[config.mk]
export PLATFORM = sky130hd
export DESIGN_NAME = serial_adc_tx
export DESIGN_NICKNAME = d
export VERILOG_FILES = /design/src/rtl/serial_adc_pkg.sv /design/src/rtl/adc_sync.sv /design/src/rtl/adc_conv_timer.sv /design/src/rtl/adc_out_shifter.sv /design/src/rtl/serial_adc_tx.sv
export SDC_FILE = /design/constraint.sdc
export NUM_CORES = 1
export LEC_CHECK = 0
export ABC_AREA = 1
export BUFFER_PORTS_ARGS = -buffer_cell sky130_fd_sc_hd__buf_2
export CAP_MARGIN = 20
export CORE_AREA = 2 2 76 56
export CTS_BUF_LIST = sky130_fd_sc_hd__clkbuf_8
export CTS_CLUSTER_SIZE = 24
export DETAILED_ROUTE_END_ITERATION = 8
export DIE_AREA = 0 0 78 58
export PLACE_DENSITY = 0.6
export SYNTH_ARGS = -nofsm -noshare
export SYNTH_HDL_FRONTEND = slang
export SYNTH_SLANG_ARGS = --single-unit
[constraint.sdc]
create_clock -name clk -period 4.45 [get_ports clk]
set_clock_uncertainty 0.05 [all_clocks]
set_input_delay 0.445 -clock clk [delete_from_list [all_inputs] [get_ports clk]]
set_output_delay 0.445 -clock clk [all_outputs]
set_load 0.01 [all_outputs]
[src/rtl/serial_adc_pkg.sv]
// Shared constants for the serial converter output logic.
package serial_adc_pkg;
    // Number of zero bits placed ahead of the result in the serial word.
    localparam int PAD_W = 2;
endpackage

[src/rtl/adc_sync.sv]
// Flop synchronizer for one asynchronous level.
// Assumes: raw_i may change at any time; STAGES >= 2.
// Gives the synchronized level and its value one cycle earlier, so the
// parent can form rising and falling edges.
module adc_sync #(
    parameter int   STAGES  = 2,
    parameter logic RST_VAL = 1'b0
) (
    input  logic clk,
    input  logic rst_n,
    input  logic raw_i,
    output logic level_o,
    output logic prev_o
);
    logic [STAGES-1:0] chain_q;
    logic              prev_q;

    // Shift the raw input through the chain and keep one older copy.
    always_ff @(posedge clk) begin
        if (!rst_n) begin
            chain_q <= {STAGES{RST_VAL}};
            prev_q  <= RST_VAL;
        end else begin
            chain_q <= {chain_q[STAGES-2:0], raw_i};
            prev_q  <= chain_q[STAGES-1];
        end
    end

    assign level_o = chain_q[STAGES-1];
    assign prev_o  = prev_q;
endmodule

[src/rtl/adc_conv_timer.sv]
// Conversion timer: a start pulse seen while idle raises busy for
// CONV_CYCLES cycles. done_o is high in the last busy cycle.
// Assumes: start_i is a one-cycle pulse in the clk domain.
module adc_conv_timer #(
    parameter int CONV_CYCLES = 40
) (
    input  logic clk,
    input  logic rst_n,
    input  logic start_i,
    output logic busy_o,
    output logic done_o
);
    localparam int CNT_W = $clog2(CONV_CYCLES + 1);

    logic             busy_q;
    logic [CNT_W-1:0] cnt_q;

    // Start the countdown when idle and count down to zero while busy.
    always_ff @(posedge clk) begin
        if (!rst_n) begin
            busy_q <= 1'b0;
            cnt_q  <= '0;
        end else if (!busy_q) begin
            if (start_i) begin
                busy_q <= 1'b1;
                cnt_q  <= CNT_W'(CONV_CYCLES - 1);
            end
        end else if (cnt_q == '0) begin
            busy_q <= 1'b0;
        end else begin
            cnt_q <= cnt_q - CNT_W'(1);
        end
    end

    assign busy_o = busy_q;
    assign done_o = busy_q && (cnt_q == '0);

    assert_busy_cause_R2: assert property (@(posedge clk) disable iff (!rst_n)
        $rose(busy_q) |-> $past(start_i));
    assert_busy_end_R2: assert property (@(posedge clk) disable iff (!rst_n)
        $fell(busy_q) |-> $past(cnt_q) == '0);
    assert_no_restart_R3: assert property (@(posedge clk) disable iff (!rst_n)
        (busy_q && start_i && cnt_q != '0) |=> (busy_q && cnt_q == $past(cnt_q) - CNT_W'(1)));
endmodule

[src/rtl/adc_out_shifter.sv]
// Output word register and bit-position counter.
// Assumes: load_i, rise_i and realign_i are one-cycle pulses in the clk
// domain. rise_i and a realign with the serial clock low never coincide.
// Priority: load, then start edge, then serial clock rising edge.
module adc_out_shifter #(
    parameter int RES_W  = 14,
    parameter int WORD_W = 16
) (
    input  logic             clk,
    input  logic             rst_n,
    input  logic             load_i,
    input  logic [RES_W-1:0] result_i,
    input  logic             rise_i,
    input  logic             start_i,
    input  logic             sclk_lvl_i,
    output logic             sdata_o
);
    localparam int POS_W = $clog2(WORD_W + 1);

    logic [WORD_W-1:0] word_q;
    logic [POS_W-1:0]  pos_q;
    logic              sdata_q;
    logic [POS_W-1:0]  idx;

    // Index of the word bit sent at the next rising edge.
    always_comb idx = POS_W'(WORD_W - 1) - pos_q;

    // Load a new word, realign, or send the next bit.
    always_ff @(posedge clk) begin
        if (!rst_n) begin
            word_q  <= '0;
            pos_q   <= '0;
            sdata_q <= 1'b0;
        end else if (load_i) begin
            word_q  <= WORD_W'(result_i);
            pos_q   <= '0;
            sdata_q <= 1'b0;
        end else if (start_i && !sclk_lvl_i) begin
            pos_q   <= '0;
            sdata_q <= 1'b0;
        end else if (rise_i) begin
            if (pos_q < POS_W'(WORD_W)) begin
                sdata_q <= word_q[idx];
                pos_q   <= pos_q + POS_W'(1);
            end else begin
                sdata_q <= 1'b0;
            end
        end
    end

    assign sdata_o = sdata_q;

    assert_load_clear_R10: assert property (@(posedge clk) disable iff (!rst_n)
        load_i |=> (pos_q == '0 && !sdata_q));
    assert_pos_bound_R7: assert property (@(posedge clk) disable iff (!rst_n)
        pos_q <= POS_W'(WORD_W));
    assert_tail_zero_R6: assert property (@(posedge clk) disable iff (!rst_n)
        (rise_i && !load_i && pos_q == POS_W'(WORD_W)) |=> !sdata_q);
    assert_realign_R8: assert property (@(posedge clk) disable iff (!rst_n)
        (start_i && !sclk_lvl_i && !load_i) |=> pos_q == '0);
    assert_hold_R9: assert property (@(posedge clk) disable iff (!rst_n)
        (start_i && sclk_lvl_i && !load_i && !rise_i) |=> $stable(pos_q));
endmodule

[src/rtl/serial_adc_tx.sv]
// Top of the serial converter output logic. It synchronizes the start
// and serial clock inputs, runs the conversion timer and drives the
// serial output word.
// Assumes: result_i is stable in the cycle busy_o falls.
module serial_adc_tx
    import serial_adc_pkg::*;
#(
    parameter int RES_W       = 14,
    parameter int CONV_CYCLES = 40,
    parameter int SYNC_STAGES = 2
) (
    input  logic             clk,
    input  logic             rst_n,
    input  logic             conv_start_n_i,
    input  logic             sclk_i,
    input  logic [RES_W-1:0] result_i,
    output logic             busy_o,
    output logic             sdata_o
);
    localparam int WORD_W = RES_W + PAD_W;

    logic cs_lvl, cs_prev, sck_lvl, sck_prev;
    logic cs_fall, sck_rise, done;

    adc_sync #(.STAGES(SYNC_STAGES), .RST_VAL(1'b1)) u_cs_sync (
        .clk(clk), .rst_n(rst_n), .raw_i(conv_start_n_i),
        .level_o(cs_lvl), .prev_o(cs_prev));

    adc_sync #(.STAGES(SYNC_STAGES), .RST_VAL(1'b0)) u_sck_sync (
        .clk(clk), .rst_n(rst_n), .raw_i(sclk_i),
        .level_o(sck_lvl), .prev_o(sck_prev));

    // Edge events in the system clock domain.
    always_comb begin
        cs_fall  = cs_prev && !cs_lvl;
        sck_rise = !sck_prev && sck_lvl;
    end

    adc_conv_timer #(.CONV_CYCLES(CONV_CYCLES)) u_timer (
        .clk(clk), .rst_n(rst_n), .start_i(cs_fall),
        .busy_o(busy_o), .done_o(done));

    adc_out_shifter #(.RES_W(RES_W), .WORD_W(WORD_W)) u_shift (
        .clk(clk), .rst_n(rst_n), .load_i(done), .result_i(result_i),
        .rise_i(sck_rise), .start_i(cs_fall), .sclk_lvl_i(sck_lvl),
        .sdata_o(sdata_o));

    assert_reset_idle_R1: assert property (@(posedge clk)
        !rst_n |=> (!busy_o && !sdata_o));
endmodule

Word-level counts from Yosys, hierarchy flattened
Cells that the tools add are included. W data, S select, Z words.

Bits in registers: 33. Bits of input ports: 18. Output and inout bits: 2. Word-level logic and storage cells: 37.

Add/sub/neg operators: 3. $lt $le $gt $ge: 2. Eq/ne operators: 1. Multiplexer cells: 9. Bitwise gates (word level): 1. Reductions and logical operators: 12.

Operator list (count): $mux W6 (3); $lt A5 B5 Y1 const B (2); $logic_not A6 Y1 (1); $sub A6 B1 Y6 const B (1); $add A5 B1 Y5 const B (1); $mux W1 (5); $sub A4 B5 Y5 const A (1); $bmux W1 S4 (1); $logic_and A1 B1 Y1 (4); $reduce_and A2 Y1 (2); $logic_not A1 Y1 (3); $reduce_or A3 Y1 (1); $ne A2 B2 Y1 const B (1); $reduce_bool A2 Y1 (1); $not A1 Y1 (1).

Logic depth before layout (Yosys ltp)
Gate-level depths: netlist of run 1.

Word-level depth: 4. Gate-level depth with buffers: 9. Depth with buffers taken out: 8.

Modules after synthesis
A second synthesis of run 1 with hierarchy kept.

Cell total of the unflattened synthesis: 210. Area total of the unflattened synthesis: 1501.4 um2.

By module, submodules not included: adc_out_shifter (instances 1, cells an instance 127, area each 907.1 um2, seq. area each 400.4 um2); adc_conv_timer (instances 1, cells an instance 61, area each 409.1 um2, seq. area each 140.1 um2); adc_sync (instances 2, cells an instance 9, area each 82.6 um2, seq. area each 60.1 um2); serial_adc_tx (instances 1, cells an instance 4, area each 20.0 um2, seq. area each 0.0 um2).

Worst setup path before layout of run 1
Ideal clock, no wire load.

Path type: flip-flop to flip-flop. Start point: register u_timer.cnt_q[0]. End point: register u_shift.word_q[0]. Setup time: 0.119 ns. Arrival time: 1.334 ns. Required time: 4.281 ns. Setup slack: 2.946 ns. Stages on the path, launching flop included: 9. Path buffers: 2. Clock period less this slack: 1.504 ns. Cell sequence: dfxtp_1 > inv_1 > ha_1 > nand4_1 > or2_1 > buf_6 > buf_2 > o21ai_0 > a21oi_1.

Longest elaborated chain between the ends: 2.

RTL lines: start: declaration (line adc_conv_timer.sv:16) `logic [CNT_W-1:0] cnt_q;`; start signal: assignment (line adc_conv_timer.sv:26) `cnt_q <= CNT_W'(CONV_CYCLES - 1);`; start signal: assignment (line adc_conv_timer.sv:31) `cnt_q <= cnt_q - CNT_W'(1);`; $logic_not A6 Y1 (line adc_conv_timer.sv:36) `assign done_o = busy_q && (cnt_q == '0);`; $logic_and A1 B1 Y1 (line adc_conv_timer.sv:36); end signal: assignment (line adc_out_shifter.sv:35) `word_q <= WORD_W'(result_i);`; end: declaration (line adc_out_shifter.sv:20) `logic [WORD_W-1:0] word_q;`.

Every way passes these cells. A chain may end at the register's enable or synchronous reset.

Final worst setup path of run 1
Start point: register u_timer.cnt_q[0]. End point: register u_shift.pos_q[2].

Longest elaborated chain between the ends: 3.

RTL lines: $logic_not A6 Y1 (line adc_conv_timer.sv:36); $logic_and A1 B1 Y1 (line adc_conv_timer.sv:36); $reduce_or A3 Y1 (no line); end signal: assignment (line adc_out_shifter.sv:44) `pos_q <= pos_q + POS_W'(1);`; end: declaration (line adc_out_shifter.sv:21) `logic [POS_W-1:0] pos_q;`.

Every way passes these cells.

==> results of run 1 <==
==> path summary, 6_finish.rpt <==
path,slack (ns),to,start
setup / recovery,2.26,u_shift.pos_q[2]$_SDFFE_PP0P_,u_timer.cnt_q[0]$_SDFFE_PN0P_
hold / removal,0.29,u_cs_sync.chain_q[0]$_SDFF_PN1_,conv_start_n_i
setup reg to reg,2.26,u_shift.pos_q[2]$_SDFFE_PP0P_,u_timer.cnt_q[0]$_SDFFE_PN0P_
hold reg to reg,0.36,u_cs_sync.chain_q[1]$_SDFF_PN1_,u_cs_sync.chain_q[0]$_SDFF_PN1_
==> Yosys cell counts <==
library cell,count
sky130_fd_sc_hd__nand2_1,43
sky130_fd_sc_hd__dfxtp_1,33
sky130_fd_sc_hd__inv_1,33
sky130_fd_sc_hd__a21oi_1,25
sky130_fd_sc_hd__nand3_1,18
sky130_fd_sc_hd__o21ai_0,15
sky130_fd_sc_hd__nor2_1,14
sky130_fd_sc_hd__or2_2,4
sky130_fd_sc_hd__buf_2,3
sky130_fd_sc_hd__clkbuf_1,3
sky130_fd_sc_hd__ha_1,3
sky130_fd_sc_hd__nand4_1,3
sky130_fd_sc_hd__buf_6,2
sky130_fd_sc_hd__nor3_1,2
sky130_fd_sc_hd__clkinv_1,1
sky130_fd_sc_hd__nand2_2,1
sky130_fd_sc_hd__nor2_2,1
sky130_fd_sc_hd__o211ai_1,1
sky130_fd_sc_hd__or2_1,1
sky130_fd_sc_hd__xor2_1,1
==> cells by family after synthesis <==
group / share of synthesized area (%)
AOI/OAI and AO/OA: 14.15
xor gates and xnor gates: 0.5969
adders and majority gates: 2.558
buffers and inverters: 12.02
DFF: 45.01
and+or+nand+nor: 25.66
==> final cells by class <==
cell class	count	area (um2)
Fill cell	416	2123
Sequential cell	33	660.6
Multi-Input combinational cell	132	630.6
Inverter	34	127.6
Clock buffer	7	96.34
Timing Repair Buffer	19	95.09
Tap cell	52	65.06
Clock inverter	1	5.005
==> worst max-delay path, cell delays in order (launching register included) <==
cell and delay, ns:
sky130_fd_sc_hd__dfxtp_1 0.33, sky130_fd_sc_hd__inv_1 0.10, sky130_fd_sc_hd__ha_1 0.21, sky130_fd_sc_hd__nand4_1 0.10, sky130_fd_sc_hd__or2_1 0.70, sky130_fd_sc_hd__o211ai_1 0.40
sky130_fd_sc_hd__nor3_1 0.22
==> metrics by stage <==
| stage | instances | hold WS [ns] |
|---|---|---|
| 6_report | 278 | 0.2944 |
| 5_1_grt | 278 | 0.2967 |
| 4_1_cts | 278 | 0.2883 |
| 3_5_place_dp | 270 | 0.3477 |
| 3_3_place_gp | 270 | 0.3452 |
| 2_1_floorplan | 207 | 0.3405 |
==> per-layer routing <==
layer | up-vias | track usage, % | wire (um)
met3 | 2 | 4.984 | 143
li1 | 688 | - | -
met4 | 0 | 6.767 | 27
met1 | 547 | 17.76 | 1477
met5 | - | 0 | 0
met2 | 21 | 21.43 | 1198
==> flip-flops by register name (all words and copies together) (netlist names) <==
| signal | cells |
|---|---|
| u_sck_sync.prev_o | 1 |
| u_cs_sync.chain_q | 2 |
| u_shift.word_q | 14 |
| u_cs_sync.prev_o | 1 |
| u_sck_sync.chain_q | 2 |
| u_timer.cnt_q | 6 |
| u_timer.busy_o | 1 |
| u_shift.sdata_o | 1 |
| u_shift.pos_q | 5 |
==> report_power, final <==
| group | total (mW) | switching [mW] | internal (mW) |
|---|---|---|---|
| combinational | 0.0695 | 0.0416 | 0.0279 |
| sequential | 0.320 | 0.00948 | 0.310 |
| clock | 0.244 | 0.104 | 0.140 |
==> run_summary.xml, run 1 <==
<?xml version="1.0" encoding="UTF-8"?>
<metrics>
  <group name="status">
    <metric name="outcome" unit="">complete, no violations</metric>
  </group>
  <group name="routing">
    <metric name="drt-pass1-iter-count" unit="">4</metric>
    <metric name="wirelength" unit="um">2846</metric>
    <metric name="post_drt_via_cell_ratio" unit="">4.525</metric>
    <metric name="route.vias.total" unit="">1258</metric>
    <metric name="wl_per_cell" unit="um">10.24</metric>
    <metric name="dr.first_iter.drc_count" unit="">72</metric>
    <metric name="antenna_left" unit="">0</metric>
    <metric name="number_of_drc_violations_after_detailed_routing" unit="">0</metric>
  </group>
  <group name="worst_setup_path">
    <metric name="criticalPathCategory" unit="">reg -&gt; reg</metric>
    <metric name="critPathRequiredTime" unit="ns">4.59</metric>
    <metric name="crit_path_max_fanout" unit="">32</metric>
    <metric name="cp_data_arrival_time" unit="ns">2.34</metric>
    <metric name="critical_path.endpoint_type" unit="">flop</metric>
    <metric name="critical_path.startpoint_type" unit="">flop</metric>
    <metric name="ff2ff_path_depth" unit="">6</metric>
  </group>
  <group name="worst_hold_path">
    <metric name="depth_of_the_worst_hold_timing_path" unit="">2</metric>
    <metric name="hp-class" unit="">in -&gt; reg</metric>
  </group>
  <group name="placement">
    <metric name="pre_cts_slack" unit="ns">2.248</metric>
    <metric name="placed_area" unit="um2">1579</metric>
    <metric name="gp_congestion" unit="">0.7398</metric>
    <metric name="port_buffers" unit="">19</metric>
    <metric name="place_hpwl" unit="um">1952</metric>
  </group>
  <group name="clock_network">
    <metric name="root_buffer" unit="">sky130_fd_sc_hd__clkbuf_8</metric>
    <metric name="clock_latency" unit="ns">0.28</metric>
    <metric name="clock_slew_at_the_register_clock_pins_of_the_worst_setup_and_hold_paths" unit="ns">0.07</metric>
    <metric name="post-cts-setup-buffer-count" unit="">0</metric>
    <metric name="cts.repair.resized" unit="">0</metric>
    <metric name="numClockSinks" unit="">33</metric>
    <metric name="cts_hold_repair_buffers" unit="">0</metric>
    <metric name="clock_path_buffers" unit="">2</metric>
    <metric name="clock_tree.htree_level_count" unit="">2</metric>
    <metric name="tritoncts" unit="">yes</metric>
    <metric name="cts_buffers" unit="">5</metric>
  </group>
  <group name="sta">
    <metric name="maximum_achievable_frequency" unit="MHz">456.0</metric>
    <metric name="timing.slew.headroom" unit="%">40.48</metric>
    <metric name="slew_at_the_pin_closest_to_its_max_slew_limit" unit="ns">0.8927</metric>
    <metric name="setup_viol_count_final" unit="">0</metric>
    <metric name="rsz0062_at_grt" unit="">false</metric>
    <metric name="post-route-worst-setup-slack" unit="ns">2.257</metric>
    <metric name="setup_tns" unit="ns">0</metric>
    <metric name="hold_violations" unit="">0</metric>
    <metric name="fin_crit_share" unit="%">49.28</metric>
    <metric name="min_period" unit="ns">2.193</metric>
    <metric name="slew_violations" unit="">0</metric>
  </group>
  <group name="global_route">
    <metric name="gr-usage-all-layers" unit="%">13.98</metric>
    <metric name="grt_pass1_vias" unit="">1130</metric>
    <metric name="number_of_antenna_violations_at_the_first_check_in_global_routing" unit="">0</metric>
    <metric name="overflow" unit="">0</metric>
    <metric name="grt_first_pass_wirelength" unit="um">4878</metric>
    <metric name="grt_start_max_net_pins" unit="">33</metric>
  </group>
  <group name="pwr">
    <metric name="pwr_density_cell" unit="nW/um2">376.7</metric>
    <metric name="leakagePower" unit="nW">0.7204</metric>
    <metric name="worst_ir_drop_vdd" unit="mV">0.1567</metric>
    <metric name="p_total" unit="mW">0.6329</metric>
  </group>
  <group name="yosys">
    <metric name="synthesis.nets" unit="">228</metric>
    <metric name="synth.cell_area" unit="um2">1468</metric>
    <metric name="synthesis.area_per_instance" unit="um2">7.090</metric>
    <metric name="netlist.top_cell.by_area" unit="">sky130_fd_sc_hd__dfxtp_1</metric>
    <metric name="synth_seq_cells" unit="">33</metric>
    <metric name="synth.distinct_cells" unit="">20</metric>
    <metric name="area_share_of_the_largest_cell_type_after_synthesis" unit="%">45.01</metric>
    <metric name="synthesis.yosys.warnings" unit="">0</metric>
    <metric name="synthTopCellsByArea" unit="">sky130_fd_sc_hd__dfxtp_1, sky130_fd_sc_hd__nand2_1, sky130_fd_sc_hd__a21oi_1</metric>
    <metric name="synth_seq_area_share" unit="%">45.01</metric>
    <metric name="netlist_instances" unit="">207</metric>
  </group>
  <group name="layout">
    <metric name="final_net_count" unit="">246</metric>
    <metric name="layout_common_cells" unit="">sky130_fd_sc_hd__nand2_1, sky130_fd_sc_hd__inv_1, sky130_fd_sc_hd__dfxtp_1, sky130_fd_sc_hd__a21oi_1, sky130_fd_sc_hd__buf_2</metric>
    <metric name="layout-drive-gt1-share" unit="%">14.60</metric>
    <metric name="design_area" unit="um2">1680</metric>
    <metric name="antenna-diode-count" unit="">0</metric>
    <metric name="post-route-util" unit="%">44.18</metric>
    <metric name="areaGrowthSynthToFinish" unit="%">14.49</metric>
    <metric name="final_common_cell" unit="">sky130_fd_sc_hd__nand2_1</metric>
  </group>
  <group name="die">
    <metric name="io_pins" unit="">20</metric>
    <metric name="core" unit="um2">3804</metric>
    <metric name="floorplan.rows" unit="">19</metric>
    <metric name="die-area" unit="um2">4524</metric>
    <metric name="starting_density_of_the_core" unit="%">38.59</metric>
    <metric name="dieWidth" unit="um">78</metric>
    <metric name="height_of_the_die" unit="um">58</metric>
  </group>
  <group name="run">
    <metric name="drv_cap" unit="">0</metric>
  </group>
</metrics>
Power figures use the tool's default switching activity.
==> run 2, diff against run 1 <==
--- a/config.mk
+++ b/config.mk
@@ -13,7 +13,7 @@
 export CTS_CLUSTER_SIZE = 24
 export DETAILED_ROUTE_END_ITERATION = 8
 export DIE_AREA = 0 0 78 58
-export PLACE_DENSITY = 0.6
+export PLACE_DENSITY = 0.62
 export SYNTH_ARGS = -nofsm -noshare
 export SYNTH_HDL_FRONTEND = slang
 export SYNTH_SLANG_ARGS = --single-unit
==> constraint.sdc (replaced) <==
create_clock -name clk -period 1.9 [get_ports clk]
set_clock_uncertainty 0.05 [all_clocks]
set_input_delay 0.19 -clock clk [delete_from_list [all_inputs] [get_ports clk]]
set_output_delay 0.19 -clock clk [all_outputs]
set_load 0.01 [all_outputs]
==> run_summary.xml, run 2 (synthesized netlist as in run 1, its figures left out) <==
<?xml version="1.0" encoding="UTF-8"?>
<metrics>
  <group name="worst_setup_path">
    <metric name="critical_path.startpoint_type" unit="">flop</metric>
    <metric name="critPathRequiredTime" unit="ns">2.01</metric>
    <metric name="crit_path_max_fanout" unit="">26</metric>
    <metric name="critical_path.cell_chain" unit="">inv_1 -&gt; ha_1 -&gt; nand4_1 -&gt; or2_1 -&gt; buf_4 -&gt; o21ai_0 -&gt; a21oi_1</metric>
    <metric name="slowest_stage" unit="">sky130_fd_sc_hd__dfxtp_1</metric>
    <metric name="worst_r2r_endpoint" unit="">u_shift.word_q[8]$_SDFFE_PN0P_</metric>
    <metric name="critical_path.endpoint_type" unit="">flop</metric>
    <metric name="rr_startpoint" unit="">u_timer.cnt_q[0]$_SDFFE_PN0P_</metric>
    <metric name="cp_data_arrival_time" unit="ns">1.78</metric>
    <metric name="r2r_setup_slack" unit="ns">0.23</metric>
    <metric name="max_stage_delay" unit="ns">0.31</metric>
    <metric name="ff2ff_path_depth" unit="">7</metric>
    <metric name="criticalPathCategory" unit="">reg -&gt; reg</metric>
  </group>
  <group name="placement">
    <metric name="port_buffers" unit="">19</metric>
    <metric name="gp_congestion" unit="">0.8068</metric>
    <metric name="pre_cts_slack" unit="ns">0.2392</metric>
    <metric name="place_hpwl" unit="um">1978</metric>
  </group>
  <group name="sta">
    <metric name="fin_crit_share" unit="%">87.96</metric>
    <metric name="hold_violations" unit="">0</metric>
    <metric name="maximum_achievable_frequency" unit="MHz">598.3</metric>
    <metric name="slew_at_the_pin_closest_to_its_max_slew_limit" unit="ns">0.5055</metric>
    <metric name="setup_tns" unit="ns">0</metric>
    <metric name="timing.slew.headroom" unit="%">66.15</metric>
    <metric name="slew_violations" unit="">0</metric>
    <metric name="min_period" unit="ns">1.671</metric>
    <metric name="post-route-worst-setup-slack" unit="ns">0.2287</metric>
    <metric name="setup_viol_count_final" unit="">0</metric>
    <metric name="rsz0062_at_grt" unit="">false</metric>
  </group>
  <group name="routing">
    <metric name="wl_per_cell" unit="um">9.578</metric>
    <metric name="wirelength" unit="um">2701</metric>
    <metric name="drt-pass1-iter-count" unit="">4</metric>
    <metric name="dr.first_iter.drc_count" unit="">44</metric>
    <metric name="route.vias.total" unit="">1269</metric>
    <metric name="number_of_drc_violations_after_detailed_routing" unit="">0</metric>
    <metric name="post_drt_via_cell_ratio" unit="">4.500</metric>
    <metric name="antenna_left" unit="">0</metric>
  </group>
  <group name="clock_network">
    <metric name="clock_path_buffers" unit="">2</metric>
    <metric name="post-cts-setup-buffer-count" unit="">0</metric>
    <metric name="cts_hold_repair_buffers" unit="">0</metric>
    <metric name="root_buffer" unit="">sky130_fd_sc_hd__clkbuf_8</metric>
    <metric name="cts_buffers" unit="">5</metric>
    <metric name="clock_slew_at_the_register_clock_pins_of_the_worst_setup_and_hold_paths" unit="ns">0.07</metric>
    <metric name="clock_latency" unit="ns">0.28</metric>
    <metric name="clock_tree.htree_level_count" unit="">2</metric>
    <metric name="tritoncts" unit="">yes</metric>
    <metric name="cts.repair.resized" unit="">0</metric>
    <metric name="numClockSinks" unit="">33</metric>
  </group>
  <group name="layout">
    <metric name="top_register" unit="">u_shift.word_q</metric>
    <metric name="multi_input_area" unit="um2">630.6</metric>
    <metric name="fillerInstances" unit="">399</metric>
    <metric name="layout.area.seq" unit="um2">660.6</metric>
    <metric name="layout-drive-gt1-share" unit="%">15.65</metric>
    <metric name="biggestRegsByFlops" unit="">u_shift.word_q (14), u_timer.cnt_q (6), u_shift.pos_q (5)</metric>
    <metric name="antenna-diode-count" unit="">0</metric>
    <metric name="layout_common_cells" unit="">sky130_fd_sc_hd__nand2_1, sky130_fd_sc_hd__inv_1, sky130_fd_sc_hd__dfxtp_1, sky130_fd_sc_hd__a21oi_1, sky130_fd_sc_hd__buf_2</metric>
    <metric name="final_common_cell" unit="">sky130_fd_sc_hd__nand2_1</metric>
    <metric name="largest_register_ffs" unit="">14</metric>
    <metric name="final_net_count" unit="">250</metric>
    <metric name="areaGrowthSynthToFinish" unit="%">15.26</metric>
  </group>
  <group name="pwr">
    <metric name="share_seq_of_total_power" unit="%">52.7</metric>
    <metric name="pwr_density_cell" unit="nW/um2">835.1</metric>
    <metric name="switching_power" unit="mW">0.3672</metric>
    <metric name="leakagePower" unit="nW">0.7344</metric>
    <metric name="internal_power" unit="mW">1.046</metric>
    <metric name="worst_ir_drop_vdd" unit="mV">0.4129</metric>
    <metric name="power.clock.fraction" unit="%">35.2</metric>
    <metric name="power_frac_comb" unit="%">12.1</metric>
    <metric name="switching_share" unit="%">25.99</metric>
  </group>
  <group name="die">
    <metric name="starting_density_of_the_core" unit="%">38.59</metric>
    <metric name="io_pins" unit="">20</metric>
    <metric name="dieWidth" unit="um">78</metric>
    <metric name="die-area" unit="um2">4524</metric>
    <metric name="core" unit="um2">3804</metric>
    <metric name="floorplan.rows" unit="">19</metric>
    <metric name="height_of_the_die" unit="um">58</metric>
  </group>
  <group name="worst_hold_path">
    <metric name="depth_of_the_worst_hold_timing_path" unit="">3</metric>
    <metric name="hp-class" unit="">in -&gt; reg</metric>
    <metric name="min_to" unit="">u_sck_sync.chain_q[0]$_SDFF_PN0_</metric>
    <metric name="worstHoldStart" unit="">sclk_i</metric>
  </group>
  <group name="global_route">
    <metric name="grt_start_max_net_pins" unit="">27</metric>
    <metric name="globalRouteMet2Util" unit="%">21.55</metric>
    <metric name="use_met3" unit="%">4.517</metric>
    <metric name="overflow" unit="">0</metric>
    <metric name="use_met1" unit="%">17.72</metric>
    <metric name="number_of_antenna_violations_at_the_first_check_in_global_routing" unit="">0</metric>
    <metric name="grt_pass1_vias" unit="">1144</metric>
    <metric name="gr-usage-all-layers" unit="%">13.50</metric>
    <metric name="grt_first_pass_wirelength" unit="um">4864</metric>
    <metric name="global_route.peak_usage_layer" unit="">met2</metric>
  </group>
  <group name="run">
    <metric name="drv_cap" unit="">0</metric>
  </group>
  <group name="status">
    <metric name="outcome" unit="">complete, no violations</metric>
  </group>
</metrics>
==> run 2: cell types whose count changed in the layout (fill, tap and decap cells not counted) <==
cell,before,now
sky130_fd_sc_hd__inv_1,33,34
sky130_fd_sc_hd__clkbuf_8,7,5
sky130_fd_sc_hd__clkinv_2,1,2
sky130_fd_sc_hd__buf_4,0,4
==> run 2: final cells by class <==
cell class              instances  area share [%]
flip-flops and latches         33           39.05
multi-input cells             132           37.28
inverters                      34           7.544
repair buffers                 23           7.396
clock buffers                   5           4.068
well taps                      52           3.846
clock inverters                 3          0.8136
==> run 2: critical path, delay by kind of cell, from the launching register on <==
family	cells	cell delay [ns]
adders and majority gates	1	0.17
DFF	1	0.31
and+or+nand+nor	2	0.40
buffers and inverters	2	0.38
AOI/OAI and AO/OA	2	0.24
==> run 2: how the worst max path moves through the flow <==
stage	start	to	slack [ns]	cells after the start
6_report	u_timer.cnt_q[0]$_SDFFE_PN0P_	u_shift.word_q[8]$_SDFFE_PN0P_	0.23	7
5_1_grt	u_timer.cnt_q[0]$_SDFFE_PN0P_	u_shift.word_q[3]$_SDFFE_PN0P_	0.10	7
4_1_cts	u_timer.cnt_q[0]$_SDFFE_PN0P_	u_shift.word_q[8]$_SDFFE_PN0P_	0.23	7
3_5_place_dp	u_timer.cnt_q[0]$_SDFFE_PN0P_	u_shift.word_q[8]$_SDFFE_PN0P_	0.24	7
3_3_place_gp	u_timer.cnt_q[0]$_SDFFE_PN0P_	u_shift.word_q[13]$_SDFFE_PN0P_	0.31	7
2_1_floorplan	u_timer.cnt_q[0]$_SDFFE_PN0P_	u_shift.word_q[0]$_SDFFE_PN0P_	0.40	8
==> run 2: routing by layer <==
metal / vias to the layer above / part of all wire (%)
met2: 20 / 41
met5: - / 0
met3: 2 / 6.4
met4: 0 / 0.37
met1: 550 / 52
li1: 697 / -
==> run 2: stage by stage <==
step           cells  utilization [%]  power, mW  hold WS, ns  area, um2
2_1_floorplan    207                -     0.8863       0.2376       1468
3_3_place_gp     274            42.30     0.9332       0.3221       1609
3_5_place_dp     274            42.30     0.9315       0.3276       1609
4_1_cts          282            44.47      1.430      0.03970       1692
5_1_grt          282            44.47      1.492      0.05397       1692
6_report         282            44.47      1.413      0.04537       1692
==> run 2: power groups by stage <==
stage	clock network, mW	logic, mW	registers, mW
final	0.497	0.172	0.744
after floorplan	0	0.129	0.757
after detailed placement	0	0.172	0.760
after global placement	0	0.174	0.759
after global routing	0.545	0.199	0.748
after CTS	0.514	0.173	0.744
==> run 3, diff against run 2 <==
--- a/config.mk
+++ b/config.mk
@@ -13,6 +13,7 @@
 export CTS_CLUSTER_SIZE = 24
 export DETAILED_ROUTE_END_ITERATION = 8
 export DIE_AREA = 0 0 78 58
+export MAX_ROUTING_LAYER = met4
 export PLACE_DENSITY = 0.62
 export SYNTH_ARGS = -nofsm -noshare
 export SYNTH_HDL_FRONTEND = slang
==> run_summary.xml, run 3 (synthesized netlist as in run 1, its figures left out) <==
<?xml version="1.0" encoding="UTF-8"?>
<metrics>
  <group name="routing">
    <metric name="drt-pass1-iter-count" unit="">4</metric>
    <metric name="antenna_left" unit="">0</metric>
    <metric name="wirelength" unit="um">2701</metric>
    <metric name="post_drt_via_cell_ratio" unit="">4.500</metric>
    <metric name="wl_per_cell" unit="um">9.578</metric>
    <metric name="number_of_drc_violations_after_detailed_routing" unit="">0</metric>
    <metric name="dr.first_iter.drc_count" unit="">44</metric>
    <metric name="route.vias.total" unit="">1269</metric>
  </group>
  <group name="sta">
    <metric name="rsz0062_at_grt" unit="">false</metric>
    <metric name="slew_violations" unit="">0</metric>
    <metric name="setup_viol_count_final" unit="">0</metric>
    <metric name="post-route-worst-setup-slack" unit="ns">0.2287</metric>
    <metric name="maximum_achievable_frequency" unit="MHz">598.3</metric>
    <metric name="hold_violations" unit="">0</metric>
    <metric name="slew_at_the_pin_closest_to_its_max_slew_limit" unit="ns">0.5055</metric>
    <metric name="timing.slew.headroom" unit="%">66.15</metric>
    <metric name="fin_crit_share" unit="%">87.96</metric>
    <metric name="min_period" unit="ns">1.671</metric>
    <metric name="setup_tns" unit="ns">0</metric>
  </group>
  <group name="worst_setup_path">
    <metric name="criticalPathCategory" unit="">reg -&gt; reg</metric>
    <metric name="cp_data_arrival_time" unit="ns">1.78</metric>
    <metric name="critPathRequiredTime" unit="ns">2.01</metric>
    <metric name="critical_path.endpoint_type" unit="">flop</metric>
    <metric name="critical_path.startpoint_type" unit="">flop</metric>
    <metric name="crit_path_max_fanout" unit="">26</metric>
  </group>
  <group name="layout">
    <metric name="final_net_count" unit="">250</metric>
    <metric name="final-instance-count-excl-fill" unit="">282</metric>
    <metric name="biggestRegsByFlops" unit="">u_shift.word_q (14), u_timer.cnt_q (6), u_shift.pos_q (5)</metric>
    <metric name="top_register" unit="">u_shift.word_q</metric>
    <metric name="areaGrowthSynthToFinish" unit="%">15.26</metric>
    <metric name="final_common_cell" unit="">sky130_fd_sc_hd__nand2_1</metric>
    <metric name="largest_register_ffs" unit="">14</metric>
    <metric name="antenna-diode-count" unit="">0</metric>
    <metric name="layout_common_cells" unit="">sky130_fd_sc_hd__nand2_1, sky130_fd_sc_hd__inv_1, sky130_fd_sc_hd__dfxtp_1, sky130_fd_sc_hd__a21oi_1, sky130_fd_sc_hd__buf_2</metric>
    <metric name="layout-drive-gt1-share" unit="%">15.65</metric>
    <metric name="post-route-util" unit="%">44.47</metric>
  </group>
  <group name="die">
    <metric name="core" unit="um2">3804</metric>
    <metric name="io_pins" unit="">20</metric>
    <metric name="floorplan.rows" unit="">19</metric>
    <metric name="starting_density_of_the_core" unit="%">38.59</metric>
    <metric name="dieWidth" unit="um">78</metric>
    <metric name="die-area" unit="um2">4524</metric>
    <metric name="height_of_the_die" unit="um">58</metric>
  </group>
  <group name="clock_network">
    <metric name="clock_tree.htree_level_count" unit="">2</metric>
    <metric name="cts_hold_repair_buffers" unit="">0</metric>
    <metric name="cts.repair.resized" unit="">0</metric>
    <metric name="numClockSinks" unit="">33</metric>
    <metric name="tritoncts" unit="">yes</metric>
    <metric name="clock_latency" unit="ns">0.28</metric>
    <metric name="clock_path_buffers" unit="">2</metric>
    <metric name="clock_slew_at_the_register_clock_pins_of_the_worst_setup_and_hold_paths" unit="ns">0.07</metric>
    <metric name="post-cts-setup-buffer-count" unit="">0</metric>
    <metric name="root_buffer" unit="">sky130_fd_sc_hd__clkbuf_8</metric>
    <metric name="cts_buffers" unit="">5</metric>
  </group>
  <group name="worst_hold_path">
    <metric name="hp-class" unit="">in -&gt; reg</metric>
  </group>
  <group name="placement">
    <metric name="dpl.cell_count" unit="">274</metric>
    <metric name="pre_cts_slack" unit="ns">0.2392</metric>
    <metric name="gp_congestion" unit="">0.8186</metric>
    <metric name="port_buffers" unit="">19</metric>
    <metric name="place_hpwl" unit="um">1978</metric>
  </group>
  <group name="global_route">
    <metric name="gr-usage-all-layers" unit="%">13.92</metric>
    <metric name="grt_pass1_vias" unit="">1145</metric>
    <metric name="grt_start_max_net_pins" unit="">27</metric>
    <metric name="number_of_antenna_violations_at_the_first_check_in_global_routing" unit="">0</metric>
    <metric name="overflow" unit="">0</metric>
    <metric name="grt_first_pass_wirelength" unit="um">4857</metric>
  </group>
  <group name="pwr">
    <metric name="leakagePower" unit="nW">0.7344</metric>
    <metric name="worst_ir_drop_vdd" unit="mV">0.4129</metric>
    <metric name="pwr_density_cell" unit="nW/um2">835.2</metric>
  </group>
  <group name="status">
    <metric name="outcome" unit="">complete, no violations</metric>
  </group>
  <group name="run">
    <metric name="drv_cap" unit="">0</metric>
  </group>
</metrics>
[run 3: cell counts in the layout (fill, tap and decap cells not counted)]
No cell type changed its count.
[run 3: per-layer routing]
metal	wire [um]	GRT usage (%)	up-vias
met4	7	3.759	0
met5	0	-	-
met1	1402	17.72	550
met3	174	4.517	2
met2	1117	21.55	20
li1	-	-	697
[run 3: final cells by class]
| cell class | instances | area, um2 |
|---|---|---|
| fill | 399 | 2112 |
| sequential | 33 | 660.6 |
| multi-input combinational | 132 | 630.6 |
| inverter | 34 | 127.6 |
| timing repair buffer | 23 | 125.1 |
| clock buffer | 5 | 68.82 |
| tap | 52 | 65.06 |
| clock inverter | 3 | 13.76 |
[run 3: power breakdown]
part	internal [mW]	total, mW	switching, mW	leakage (nW)
clock	0.248	0.497	0.249	0.0491
sequential	0.726	0.744	0.0175	0.269
combinational	0.0708	0.172	0.101	0.416
[run 3: worst max-delay path, cell delays in order, from the launching register on]
cell and delay (ns):
sky130_fd_sc_hd__dfxtp_1 0.31, sky130_fd_sc_hd__inv_1 0.15, sky130_fd_sc_hd__ha_1 0.17, sky130_fd_sc_hd__nand4_1 0.10, sky130_fd_sc_hd__or2_1 0.30, sky130_fd_sc_hd__buf_4 0.23, sky130_fd_sc_hd__o21ai_0 0.17, sky130_fd_sc_hd__a21oi_1 0.07
[run 3: per-stage QoR]
| step | power [mW] | area (um2) | hold WS [ns] |
|---|---|---|---|
| after floorplan | 0.8863 | 1468 | 0.2376 |
| after global placement | 0.9332 | 1609 | 0.3221 |
| after detailed placement | 0.9315 | 1609 | 0.3276 |
| after CTS | 1.430 | 1692 | 0.03970 |
| after global routing | 1.492 | 1692 | 0.05397 |
| final | 1.413 | 1692 | 0.04544 |
[run 3: final timing paths]
| kind | slack [ns] | end | start | cells past startpoint |
|---|---|---|---|---|
| worst max-delay path | 0.23 | u_shift.word_q[8]$_SDFFE_PN0P_ | u_timer.cnt_q[0]$_SDFFE_PN0P_ | 7 |
| worst min-delay path | 0.05 | u_sck_sync.chain_q[0]$_SDFF_PN0_ | sclk_i | 3 |
| worst max register to register | 0.23 | u_shift.word_q[8]$_SDFFE_PN0P_ | u_timer.cnt_q[0]$_SDFFE_PN0P_ | 7 |
| worst min register to register | 0.36 | u_sck_sync.chain_q[1]$_SDFF_PN0_ | u_sck_sync.chain_q[0]$_SDFF_PN0_ | 2 |
